<file path="src/rtl/sio_cfg_pkg.sv">
package sio_cfg_pkg;
  localparam logic [7:0] IDX_SEL    = 8'h07;
  localparam logic [7:0] IDX_PWRDN  = 8'h22;
  localparam logic [7:0] IDX_CHIPPD = 8'h23;
  localparam logic [7:0] IDX_BANK   = 8'h30;
  localparam logic [7:0] IDX_ACT    = 8'h30;
  localparam logic [7:0] IDX_IO0H   = 8'h60;
  localparam logic [7:0] IDX_IO0L   = 8'h61;
  localparam logic [7:0] IDX_IO1H   = 8'h62;
  localparam logic [7:0] IDX_IO1L   = 8'h63;
  localparam logic [7:0] IDX_IRQ0   = 8'h70;
  localparam logic [7:0] IDX_IRQ1   = 8'h72;
  localparam logic [7:0] IDX_DMA    = 8'h74;
  localparam logic [7:0] PD_MASK    = 8'h79;

  function automatic logic [7:0] pd_keep(input logic [7:0] v);
    return v & PD_MASK;
  endfunction

  function automatic logic [15:0] base16(input logic [7:0] hi, input logic [7:0] lo);
    return {hi, lo};
  endfunction

  function automatic logic is_bank_idx(input logic [7:0] idx);
    return idx >= IDX_BANK;
  endfunction
endpackage

</file>
<file path="src/rtl/sio_port_ctl.sv">
module sio_port_ctl #(
  parameter int         KEY_LEN   = 2,
  parameter logic [7:0] KEY_BYTE  = 8'h87,
  parameter logic [7:0] EXIT_BYTE = 8'hAA
) (
  input  logic       clk,
  input  logic       rst,
  input  logic       port_sel,
  input  logic       wr_en,
  input  logic [7:0] wdata,
  output logic       open,
  output logic [7:0] index,
  output logic       data_we
);
  localparam int CW = $clog2(KEY_LEN + 1);

  logic [CW-1:0] key_cnt;
  logic idx_we, key_hit, key_done, exit_hit;

  assign idx_we   = wr_en && !port_sel;
  assign key_hit  = idx_we && !open && (wdata == KEY_BYTE);
  assign key_done = key_hit && (key_cnt == CW'(KEY_LEN - 1));
  assign exit_hit = idx_we && open && (wdata == EXIT_BYTE);
  assign data_we  = wr_en && port_sel && open;

  always_ff @(posedge clk) begin
    if (rst) begin
      open    <= 1'b0;
      key_cnt <= '0;
      index   <= 8'h00;
    end else begin
      if (key_done) begin
        open    <= 1'b1;
        key_cnt <= '0;
      end else if (idx_we && !open) begin
        key_cnt <= key_hit ? key_cnt + CW'(1) : '0;
      end
      if (exit_hit) open <= 1'b0;
      if (idx_we && open && !exit_hit) index <= wdata;
    end
  end

  // a non-key byte while locked drops all key progress
  assert_key_restart_R2: assert property (@(posedge clk) disable iff (rst)
    (wr_en && !port_sel && !open && wdata != KEY_BYTE) |=> (key_cnt == '0 && !open));

  // the exit byte locks and keeps the index
  assert_exit_locks_R3: assert property (@(posedge clk) disable iff (rst)
    (wr_en && !port_sel && open && wdata == EXIT_BYTE) |=> (!open && $stable(index)));

  // index frozen while locked
  assert_locked_index_R4: assert property (@(posedge clk) disable iff (rst)
    !open |=> $stable(index));
endmodule

</file>
<file path="src/rtl/sio_global_regs.sv">
module sio_global_regs
  import sio_cfg_pkg::*;
(
  input  logic       clk,
  input  logic       rst,
  input  logic       we,
  input  logic [7:0] idx,
  input  logic [7:0] wdata,
  output logic [7:0] sel,
  output logic [7:0] pwrdn,
  output logic       chip_pd,
  output logic [7:0] rdata
);
  always_ff @(posedge clk) begin
    if (rst) begin
      sel     <= 8'h00;
      pwrdn   <= 8'h00;
      chip_pd <= 1'b0;
    end else if (we) begin
      case (idx)
        IDX_SEL:    sel     <= wdata;
        IDX_PWRDN:  pwrdn   <= pd_keep(wdata);
        IDX_CHIPPD: chip_pd <= wdata[0];
        default: ;
      endcase
    end
  end

  always_comb begin
    case (idx)
      IDX_SEL:    rdata = sel;
      IDX_PWRDN:  rdata = pwrdn;
      IDX_CHIPPD: rdata = {7'b0, chip_pd};
      default:    rdata = 8'h00;
    endcase
  end

  // reserved power-down bits never set
  assert_pd_reserved_R9: assert property (@(posedge clk) disable iff (rst)
    we |=> ((pwrdn & ~PD_MASK) == 8'h00));

  // chip power-down only moves on a write to its index
  assert_chip_pd_hold_R10: assert property (@(posedge clk) disable iff (rst)
    !(we && idx == IDX_CHIPPD) |=> $stable(chip_pd));
endmodule

</file>
<file path="src/rtl/sio_dev_bank.sv">
module sio_dev_bank
  import sio_cfg_pkg::*;
(
  input  logic        clk,
  input  logic        rst,
  input  logic        we,
  input  logic [7:0]  idx,
  input  logic [7:0]  wdata,
  output logic        active,
  output logic [15:0] io0,
  output logic [15:0] io1,
  output logic [7:0]  irq0,
  output logic [7:0]  irq1,
  output logic [7:0]  dma,
  output logic [7:0]  rdata
);
  logic [7:0] io0_hi, io0_lo, io1_hi, io1_lo;

  always_ff @(posedge clk) begin
    if (rst) begin
      active <= 1'b0;
      io0_hi <= 8'h00; io0_lo <= 8'h00;
      io1_hi <= 8'h00; io1_lo <= 8'h00;
      irq0   <= 8'h00; irq1   <= 8'h00;
      dma    <= 8'h00;
    end else if (we) begin
      case (idx)
        IDX_ACT:  active <= wdata[0];
        IDX_IO0H: io0_hi <= wdata;
        IDX_IO0L: io0_lo <= wdata;
        IDX_IO1H: io1_hi <= wdata;
        IDX_IO1L: io1_lo <= wdata;
        IDX_IRQ0: irq0   <= wdata;
        IDX_IRQ1: irq1   <= wdata;
        IDX_DMA:  dma    <= wdata;
        default: ;
      endcase
    end
  end

  assign io0 = base16(io0_hi, io0_lo);
  assign io1 = base16(io1_hi, io1_lo);

  always_comb begin
    case (idx)
      IDX_ACT:  rdata = {7'b0, active};
      IDX_IO0H: rdata = io0_hi;
      IDX_IO0L: rdata = io0_lo;
      IDX_IO1H: rdata = io1_hi;
      IDX_IO1L: rdata = io1_lo;
      IDX_IRQ0: rdata = irq0;
      IDX_IRQ1: rdata = irq1;
      IDX_DMA:  rdata = dma;
      default:  rdata = 8'h00;
    endcase
  end

  // an unselected bank holds all of its state
  assert_bank_hold_R5: assert property (@(posedge clk) disable iff (rst)
    !we |=> ($stable(active) && $stable(io0) && $stable(io1)
             && $stable(irq0) && $stable(irq1) && $stable(dma)));
endmodule

</file>
<file path="src/rtl/sio_cfg_regfile.sv">
module sio_cfg_regfile
  import sio_cfg_pkg::*;
#(
  parameter int         NDEV      = 13,
  parameter int         KEY_LEN   = 2,
  parameter logic [7:0] KEY_BYTE  = 8'h87,
  parameter logic [7:0] EXIT_BYTE = 8'hAA
) (
  input  logic               clk,
  input  logic               rst,
  input  logic               bus_addr,
  input  logic               bus_wr,
  input  logic               bus_rd,
  input  logic [7:0]         bus_wdata,
  output logic [7:0]         bus_rdata,
  output logic               cfg_open,
  output logic [NDEV-1:0]    dev_active,
  output logic [16*NDEV-1:0] io0_base,
  output logic [16*NDEV-1:0] io1_base,
  output logic [8*NDEV-1:0]  irq0,
  output logic [8*NDEV-1:0]  irq1,
  output logic [8*NDEV-1:0]  dma,
  output logic [7:0]         pwrdn,
  output logic               chip_pd
);
  localparam int         SW     = (NDEV > 1) ? $clog2(NDEV) : 1;
  localparam logic [7:0] NDEV_B = 8'(NDEV);

  logic [7:0] cur_idx, sel, glob_rdata, bank_sel_rdata, open_rdata;
  logic       data_we, sel_ok, glob_we;
  logic [7:0] bank_rdata [NDEV];

  sio_port_ctl #(.KEY_LEN(KEY_LEN), .KEY_BYTE(KEY_BYTE), .EXIT_BYTE(EXIT_BYTE)) u_port (
    .clk(clk), .rst(rst), .port_sel(bus_addr), .wr_en(bus_wr), .wdata(bus_wdata),
    .open(cfg_open), .index(cur_idx), .data_we(data_we)
  );

  assign glob_we = data_we && !is_bank_idx(cur_idx);
  assign sel_ok  = sel < NDEV_B;

  sio_global_regs u_glob (
    .clk(clk), .rst(rst), .we(glob_we), .idx(cur_idx), .wdata(bus_wdata),
    .sel(sel), .pwrdn(pwrdn), .chip_pd(chip_pd), .rdata(glob_rdata)
  );

  for (genvar g = 0; g < NDEV; g++) begin : g_bank
    logic bank_we;
    assign bank_we = data_we && is_bank_idx(cur_idx) && (sel == 8'(g));
    sio_dev_bank u_bank (
      .clk(clk), .rst(rst), .we(bank_we), .idx(cur_idx), .wdata(bus_wdata),
      .active(dev_active[g]),
      .io0(io0_base[16*g +: 16]), .io1(io1_base[16*g +: 16]),
      .irq0(irq0[8*g +: 8]), .irq1(irq1[8*g +: 8]), .dma(dma[8*g +: 8]),
      .rdata(bank_rdata[g])
    );
  end

  assign bank_sel_rdata = sel_ok ? bank_rdata[sel[SW-1:0]] : 8'h00;

  always_comb begin
    if (!bus_addr)                 open_rdata = cur_idx;
    else if (is_bank_idx(cur_idx)) open_rdata = bank_sel_rdata;
    else                           open_rdata = glob_rdata;
  end

  always_comb begin
    if (!bus_rd)        bus_rdata = 8'h00;
    else if (!cfg_open) bus_rdata = 8'hFF;
    else                bus_rdata = open_rdata;
  end

  // locked reads give all ones
  assert_locked_read_R4: assert property (@(posedge clk) disable iff (rst)
    (!cfg_open && bus_rd) |-> (bus_rdata == 8'hFF));

  // locked data writes leave every output alone
  assert_locked_write_R4: assert property (@(posedge clk) disable iff (rst)
    (!cfg_open && bus_wr && bus_addr) |=> ($stable(dev_active) && $stable(io0_base)
      && $stable(io1_base) && $stable(irq0) && $stable(irq1) && $stable(dma)
      && $stable(pwrdn) && $stable(chip_pd)));

  // reset leaves the space locked
  assert_reset_locked_R12: assert property (@(posedge clk)
    $past(rst) |-> !cfg_open);
endmodule

</file>
<file path="config.mk">
export PLATFORM = sky130hd
export DESIGN_NAME = sio_cfg_regfile
export DESIGN_NICKNAME = d
export VERILOG_FILES = /design/src/rtl/sio_cfg_pkg.sv /design/src/rtl/sio_port_ctl.sv /design/src/rtl/sio_global_regs.sv /design/src/rtl/sio_dev_bank.sv /design/src/rtl/sio_cfg_regfile.sv
export SDC_FILE = /design/constraint.sdc
export NUM_CORES = 2
export LEC_CHECK = 0
export ABC_AREA = 1
export BUFFER_PORTS_ARGS = -buffer_cell sky130_fd_sc_hd__clkbuf_2
export CAP_MARGIN = 0
export CORE_AREA = 5 5 296 298
export DETAILED_ROUTE_END_ITERATION = 7
export DIE_AREA = 0 0 301 303
export GPL_TIMING_DRIVEN = 0
export PLACE_DENSITY = 0.6
export SLEW_MARGIN = 20
export SYNTH_ARGS = -nofsm -noshare
export SYNTH_HDL_FRONTEND = slang
export SYNTH_SLANG_ARGS = --single-unit
</file>
<file path="constraint.sdc">
create_clock -name clk -period 3.2 [get_ports clk]
set_input_delay 0.64 -clock clk [delete_from_list [all_inputs] [get_ports clk]]
set_output_delay 0.64 -clock clk [all_outputs]
set_load 0.02 [all_outputs]
</file>
==> After elaboration in Yosys (flattened, before gate mapping) <==
Index checks and enable logic that the tools add are counted.
Widths: inputs -> output; s select.
{ "word_totals": {"input_bits": 13, "reg_bits": 766, "output_inout_bits": 759} }
{ "classes": {"eq_ne": 26, "bitwise": 1, "add_sub_neg": 1, "n_reduce_logical": 138, "order_cmp": 3, "mux": 23} }
{ "ops": {"columns": ["cell", "count"], "rows": [
  ["$pmux 8 s8", 13],
  ["$reduce_and 2->1", 107],
  ["$eq 8x7->1 const B", 7],
  ["$mux 8", 7],
  ["$eq 8x3->1 const B", 5],
  ["$eq 8x4->1 const B", 5],
  ["$bmux 8 s4", 1],
  ["$eq 8x6->1 const B", 3],
  ["$logic_and 1x1->1", 24],
  ["$pmux 8 s3", 1],
  ["$eq 8x2->1 const B", 2],
  ["$eq 8x8->1 const B", 2],
  ["$eq 8x1->1 const B", 1],
  ["$ge 8x6->1 const B", 1],
  ["$logic_not 8->1", 1],
  ["$lt 8x4->1 const B", 1],
  ["$ge 5x5->1 const B", 1],
  ["$not 4->5", 1],
  ["$logic_not 1->1", 4],
  ["$reduce_or 2->1", 2],
  ["$add 2x1->2 const B", 1],
  ["$eq 2x1->1 const B", 1],
  ["$mux 2", 1]
]} }

==> Depth between registers and ports, before layout <==
{ "logic_depth": {"ltp_word": 10, "mapped_depth": 21, "depth_no_buf": 19} }

==> Modules after synthesis <==
From an unflattened synthesis, not the netlist that was laid out.
{ "hier_totals": {"hier_cells": 7273, "hier_area_um2": 43723.2} }
{ "modules_own_cells": {"columns": ["module", "seq_area_each_um2", "cells_per_inst", "area_per_inst_um2", "n_inst"], "rows": [
  ["sio_dev_bank", 1141.1, 513, 3130.5, 13],
  ["sio_cfg_regfile", 0.0, 375, 1566.5, 1],
  ["sio_global_regs", 280.3, 136, 862.1, 1],
  ["sio_port_ctl", 220.2, 93, 598.1, 1]
]} }

==> Least setup slack after synthesis <==
OpenSTA, ideal clock, no wires.
{ "synth_timing": {"kind": "reg2out", "startpoint": "register u_port.index[5]", "endpoint": "output port bus_rdata[0]", "required_ns": 2.560, "arrival_ns": 2.064, "path_slack_ns": 0.496, "n_path_buf": 3, "stages_incl_launch_ff": 18, "cell_sequence": "dfxtp_1 > nand2_1 > nor2_2 > buf_6 > nand2_4 > buf_6 > buf_4 > o22ai_1 > nor2_1 > nand2_1 > nand2_1 > nand3_1 > nor2_1 > nor2_1 > nand3_1 > nand2_1 > nand2_1 > a21oi_1"} }
{ "synth_between": {"elab_chain_len": 10, "elab_cells_between_ends": 34, "classes_between": "1 x order compare; 11 x eq/ne; 22 x mux"} }
{ "synth_lines": {"columns": ["item", "line_no", "text"], "rows": [
  ["from (decl)", "sio_port_ctl.sv:12", "output logic [7:0] index,"],
  ["from (signal assigned)", "sio_port_ctl.sv:39", "if (idx_we && open && !exit_hit) index <= wdata;"],
  ["$eq 8x7->1 / $eq 8x6->1 (equally long branches)", "sio_dev_bank.sv:45", "case (idx)"],
  ["$pmux 8 s8", "sio_dev_bank.sv:45", null],
  ["$bmux 8 s4", "sio_cfg_regfile.sv:58", "assign bank_sel_rdata = sel_ok ? bank_rdata[sel[SW-1:0]] : 8'h00;"],
  ["$mux 8 (not written as such) (2 in a row)", "sio_cfg_regfile.sv:58", null],
  ["$mux 8", "sio_cfg_regfile.sv:58", null],
  ["$mux 8 (*)", "sio_cfg_regfile.sv:62", "else if (is_bank_idx(cur_idx)) open_rdata = bank_sel_rdata;"],
  ["$mux 8 (*)", "sio_cfg_regfile.sv:61", "if (!bus_addr) open_rdata = cur_idx;"],
  ["$mux 8 (*)", "sio_cfg_regfile.sv:68", "else if (!cfg_open) bus_rdata = 8'hFF;"],
  ["$mux 8 (*)", "sio_cfg_regfile.sv:67", "if (!bus_rd) bus_rdata = 8'h00;"],
  ["to (decl)", "sio_cfg_regfile.sv:15", "output logic [7:0] bus_rdata,"]
]} }
Mark *: on every way between the ends. The rest lies on a longest branch, timed or not. The select of a mux whose other input is x is not followed.

==> Final worst setup path <==
{ "layout_timing": {"startpoint": "register u_port.index[4]", "endpoint": "output port bus_rdata[4]"} }
{ "layout_between": {"elab_chain_len": 10, "elab_cells_between_ends": 34, "classes_between": "1 x order compare; 11 x eq/ne; 22 x mux"} }
{ "layout_lines": {"columns": ["item", "line_no"], "rows": [
  ["$eq 8x7->1 / $eq 8x6->1 (equally long branches)", "sio_dev_bank.sv:45"],
  ["$pmux 8 s8", "sio_dev_bank.sv:45"],
  ["$bmux 8 s4", "sio_cfg_regfile.sv:58"],
  ["$mux 8 (not written as such) (2 in a row)", "sio_cfg_regfile.sv:58"],
  ["$mux 8", "sio_cfg_regfile.sv:58"],
  ["$mux 8", "sio_cfg_regfile.sv:62"],
  ["$mux 8 (*)", "sio_cfg_regfile.sv:61"],
  ["$mux 8 (*)", "sio_cfg_regfile.sv:68"],
  ["$mux 8 (*)", "sio_cfg_regfile.sv:67"]
]} }
Marked as above.

==> impl_table.tex <==
\begin{tabular}{lr}
\hline
Metric & Value \\
\hline
\multicolumn{2}{l}{\textbf{STA}} \\
\quad Post-layout minimum cycle time & around 4 ns \\
\quad Unrepaired setup endpoints after global routing & true \\
\quad Slew Limit Headroom & about 16\% \\
\quad Post-Route Setup TNS & -6.85 ns \\
\quad Final Skew & 0.0219 ns \\
\quad Final WS setup & -0.923 ns \\
\quad Final clock period utilization by the worst path & 129\% \\
\quad Max Clk Rate & approximately 240 MHz \\
\quad Slew at the pin closest to its max-slew limit & around 1.3 ns \\
\quad Number of failing hold endpoints at the final stage & 0 \\
\quad Final max-slew violation count & 0 \\
\quad Total setup violations reported at the end of the flow & 8 \\
\multicolumn{2}{l}{\textbf{Synth}} \\
\quad Post-Synthesis Cells & roughly 5000 \\
\quad Cell type with the largest total area after synthesis & sky130\_fd\_sc\_hd\_\_dfxtp\_1 \\
\quad Number of warning messages in the yosys log & 0 \\
\quad Area share of the leading cell type in the synthesized netlist & $\sim$45\% \\
\quad Netlist area before placement & 0.0343 sq mm \\
\quad Sequential area share after synthesis & between 40 and 50\% \\
\quad Mean post-synth cell area & 7.04 sq um \\
\quad Number of distinct standard cells referenced by the synthesized netlist & 38 \\
\quad Yosys reg bits & around 770 \\
\quad Leading post-synthesis cells by cell area & sky130\_fd\_sc\_hd\_\_dfxtp\_1 45\%, sky130\_fd\_sc\_hd\_\_a21oi\_1 12\%, sky130\_fd\_sc\_hd\_\_o21ai\_0 8.3\%, sky130\_fd\_sc\_hd\_\_nand2\_1 7.8\%, sky130\_fd\_sc\_hd\_\_inv\_1 6.8\% \\
\multicolumn{2}{l}{\textbf{Placement}} \\
\quad Port-buffer cells & between 700 and 800 \\
\quad Placed standard-cell area & roughly 0.04 sq mm \\
\quad Final HPWL from detailed placement & roughly 170000 um \\
\quad Routability congestion estimate from global placement & $\sim$1.0 \\
\multicolumn{2}{l}{\textbf{Worst setup path}} \\
\quad Worst Path Max Fanout & 8 \\
\quad Startpoint type of the worst setup path & flip-flop \\
\quad Arrival time worst endpoint & between 3 and 4 ns \\
\quad Worst path required time & 2.56 ns \\
\quad Worst Setup End Kind & output port \\
\quad Type of the worst setup path & flip-flop to output port \\
\multicolumn{2}{l}{\textbf{GRT}} \\
\quad Maximum number of pins on one net before global-route repair & 13 \\
\quad Vias in the first global route & 38200 \\
\quad Total overflow reported by the global router & 0 \\
\quad Global router's overall resource usage & 48.1\% \\
\quad Initial antenna violation count & 29 \\
\quad First-pass GRT wire length & between 300000 and 400000 um \\
\multicolumn{2}{l}{\textbf{Clock tree}} \\
\quad Post-CTS clock slew at the launch and capture registers of the worst setup and hold paths & roughly 0.06 ns \\
\quad Htree depth & 3 \\
\quad Insertion delay of the later-clocked pin in the worst-skew pair & around 0.67 ns \\
\quad Clock tree from TritonCTS & built \\
\quad Root buf cell & sky130\_fd\_sc\_hd\_\_clkbuf\_16 \\
\quad Number of CTS-inserted buffers & 88 \\
\quad Number of hold-repair buffers added at the cts stage & 0 \\
\quad Maximum clock insertion buffer count & 3 \\
\quad Clk sink count & approximately 770 \\
\multicolumn{2}{l}{\textbf{Final layout}} \\
\quad Filler cell count & a little under 9000 \\
\quad Most common cell after layout, fill and taps aside & sky130\_fd\_sc\_hd\_\_a21oi\_1 \\
\quad Fraction of final layout cells sized beyond drive strength 1 & a little over a quarter \\
\quad Number of nets in the final layout & 5819 \\
\quad Most used cells in the layout excluding fill and tap cells & 789 x sky130\_fd\_sc\_hd\_\_a21oi\_1, 765 x sky130\_fd\_sc\_hd\_\_clkbuf\_2, 758 x sky130\_fd\_sc\_hd\_\_dfxtp\_1 \\
\quad Area overhead of the layout relative to synthesis & 32.9\% \\
\quad Area of all placed cells without fillers & about 0.046 sq mm \\
\multicolumn{2}{l}{\textbf{Drt}} \\
\quad Total number of vias & between 40000 and 50000 \\
\quad Per-cell routed wire length & roughly 33 um \\
\quad Post-detailed-route DRC marker count & 0 \\
\quad Wirelength, routed & around 230000 um \\
\quad DRT Pass-1 Iters & 7 \\
\quad Remaining number of nets flagged by the antenna check after routing & 0 \\
\quad Routed vias/inst & 6.10 \\
\quad First-iteration detailed-routing DRC count & roughly 6600 \\
\multicolumn{2}{l}{\textbf{Floorplanning}} \\
\quad Floorplan die width & 301 um \\
\quad Die H & roughly 300 um \\
\quad Core area & approximately 0.085 sq mm \\
\quad Full die area & 0.0912 sq mm \\
\quad Core Rows & about 110 \\
\quad Top-Level Pins & 772 \\
\quad Starting density of the core & around 41\% \\
\multicolumn{2}{l}{\textbf{Run status}} \\
\quad Status & complete, but fails checks \\
\quad Failing checks & setup timing \\
\multicolumn{2}{l}{\textbf{Power}} \\
\quad Lkg Pwr & approximately 18 nW \\
\quad IR drop worst, VDD & 0.000524 V \\
\quad Cell Pwr Density & approximately 450 mW/mm\^{}2 \\
\multicolumn{2}{l}{\textbf{Min path}} \\
\quad Worst hold-check path type & input pin to flip-flop \\
\multicolumn{2}{l}{\textbf{Run}} \\
\quad Max capacitance violation total & 0 \\
\hline
\end{tabular}
[where the power goes]
part,switching [mW],internal (mW),total [mW]
clock,4.47,5.90,10.4
combinational,0.678,0.136,0.814
sequential,0.00000942,9.53,9.53
[per-stage QoR]
step	total power [mW]	utilization (%)	hold WS, ns	instances	setup slack, ns
global placement	10.5	46.8	0.455	6784	-1.61
floorplan	10.1	-	0.454	4878	0.496
detailed placement	10.5	47.1	0.459	6793	-1.35
CTS	20.6	53.4	0.433	7012	-0.830
global route	21.0	53.9	0.468	7016	-0.914
finish	20.7	53.9	0.449	7036	-0.923
[final cells by class]
| type | count | area (sq um) | share of cell area [%] |
|---|---|---|---|
| antenna | 21 | 52.6 | 0.115 |
| buffer | 377 | 2760 | 6.04 |
| clock buffer | 130 | 2610 | 5.72 |
| clock inverter | 26 | 264 | 0.579 |
| inverter | 715 | 2720 | 5.97 |
| multi-input combinational | 3020 | 15600 | 34.1 |
| sequential | 766 | 15400 | 33.7 |
| tap | 1144 | 1430 | 3.14 |
| timing repair buffer | 837 | 4860 | 10.7 |
[critical path, cell delays in order, from the launching register on]
cell	delay [ns]
sky130_fd_sc_hd__dfxtp_4	0.37
sky130_fd_sc_hd__inv_4	0.06
sky130_fd_sc_hd__nand2_4	0.05
sky130_fd_sc_hd__nor2_4	0.17
sky130_fd_sc_hd__buf_12	0.18
sky130_fd_sc_hd__nand2_8	0.10
sky130_fd_sc_hd__buf_12	0.18
sky130_fd_sc_hd__buf_16	0.19
sky130_fd_sc_hd__o22ai_1	0.12
sky130_fd_sc_hd__nor2_1	0.08
sky130_fd_sc_hd__nand2_2	0.20
sky130_fd_sc_hd__nand2_2	0.11
sky130_fd_sc_hd__nand3_4	0.13
sky130_fd_sc_hd__nor2_4	0.07
sky130_fd_sc_hd__nor2_1	0.10
sky130_fd_sc_hd__nand2_1	0.08
sky130_fd_sc_hd__nand2_1	0.09
sky130_fd_sc_hd__nand2_1	0.09
sky130_fd_sc_hd__a21oi_4	0.24
sky130_fd_sc_hd__buf_8	0.15
[cell families (layout without fill, tap and decap cells)]
family,after synthesis,in the layout,share of synthesized area [%]
AOI/OAI and AO/OA,1674,1674,25.2
and+or+nand+nor,1342,1342,17.1
buffers and inverters,1092,2085,13.1
DFF,766,766,44.7
adders and majority gates,1,1,0.0364
other,1,24,0.0109
[worst paths after layout]
check                                          startpoint                           to  slack [ns]  cells after the start
worst max-delay path                      u_port.index[4]                 bus_rdata[4]       -0.92                     19
worst min-delay path                             bus_addr            u_port.key_cnt[0]        0.45                      5
worst max register to register              u_glob.sel[3]  g_bank[10].u_bank.io1_lo[4]        0.26                     10
worst min register to register  g_bank[10].u_bank.irq1[1]    g_bank[10].u_bank.irq1[1]        0.47                      2
[timing repair]
item | CTS | global route
gates resized for setup | 448 | 98
pin swaps | 59 | 49
setup endpoints to repair | 10 | 8
buffers inserted | 59 | 3
cloned | 4 | 0
[state kept, by name, summed over array words and instances (netlist names)]
signal / cells
u_port.open: 1
u_glob.sel: 8
u_glob.chip_pd: 1
g_bank.u_bank.dma: 104
g_bank.u_bank.io0_lo: 104
g_bank.u_bank.io0_hi: 104
u_port.key_cnt: 2
u_port.index: 8
g_bank.u_bank.io1_hi: 104
g_bank.u_bank.irq0: 104
g_bank.u_bank.irq1: 104
g_bank.u_bank.active: 13
g_bank.u_bank.io1_lo: 104
u_glob.pwrdn: 5
[cell usage after synthesis]
| master | instances |
|---|---|
| sky130_fd_sc_hd__buf_4 | 36 |
| sky130_fd_sc_hd__nand3_1 | 101 |
| sky130_fd_sc_hd__dfxtp_1 | 766 |
| sky130_fd_sc_hd__nand2_4 | 5 |
| sky130_fd_sc_hd__clkbuf_1 | 201 |
| sky130_fd_sc_hd__a221oi_1 | 3 |
| sky130_fd_sc_hd__nand2_2 | 2 |
| sky130_fd_sc_hd__nor3_1 | 37 |
| sky130_fd_sc_hd__or2_2 | 2 |
| sky130_fd_sc_hd__buf_2 | 126 |
| sky130_fd_sc_hd__buf_6 | 12 |
| sky130_fd_sc_hd__o22ai_1 | 173 |
| sky130_fd_sc_hd__nor2_1 | 378 |
| sky130_fd_sc_hd__nor4_2 | 5 |
| sky130_fd_sc_hd__inv_1 | 625 |
| sky130_fd_sc_hd__nor2_4 | 28 |
| sky130_fd_sc_hd__nor4_4 | 10 |
| sky130_fd_sc_hd__buf_1 | 2 |
| sky130_fd_sc_hd__a21oi_1 | 808 |
| sky130_fd_sc_hd__a21oi_2 | 1 |
| sky130_fd_sc_hd__nor2_2 | 39 |
| sky130_fd_sc_hd__o221ai_1 | 1 |
| sky130_fd_sc_hd__nand2_1 | 711 |
| sky130_fd_sc_hd__nand4_1 | 15 |
| sky130_fd_sc_hd__o21ai_0 | 566 |
| sky130_fd_sc_hd__ha_1 | 1 |
| sky130_fd_sc_hd__conb_1 | 1 |
| sky130_fd_sc_hd__clkinv_1 | 6 |
| sky130_fd_sc_hd__a211oi_1 | 6 |
| sky130_fd_sc_hd__a32o_1 | 1 |
| sky130_fd_sc_hd__o211ai_1 | 1 |
| sky130_fd_sc_hd__nor3_2 | 2 |
| sky130_fd_sc_hd__nor4_1 | 3 |
| sky130_fd_sc_hd__o31ai_1 | 1 |
| sky130_fd_sc_hd__inv_2 | 84 |
| sky130_fd_sc_hd__nand3b_1 | 4 |
| sky130_fd_sc_hd__o21ai_1 | 112 |
| sky130_fd_sc_hd__o2111ai_1 | 1 |
[layer usage]
layer	vias up	global-route usage [%]	routed length, um
li1	17800	-	-
met5	-	0	135
met1	20400	59.1	82600
met3	1018	18.1	33900
met2	3697	69.4	94700
met4	20	34.2	21100
(Power assumes the default switching activity.)
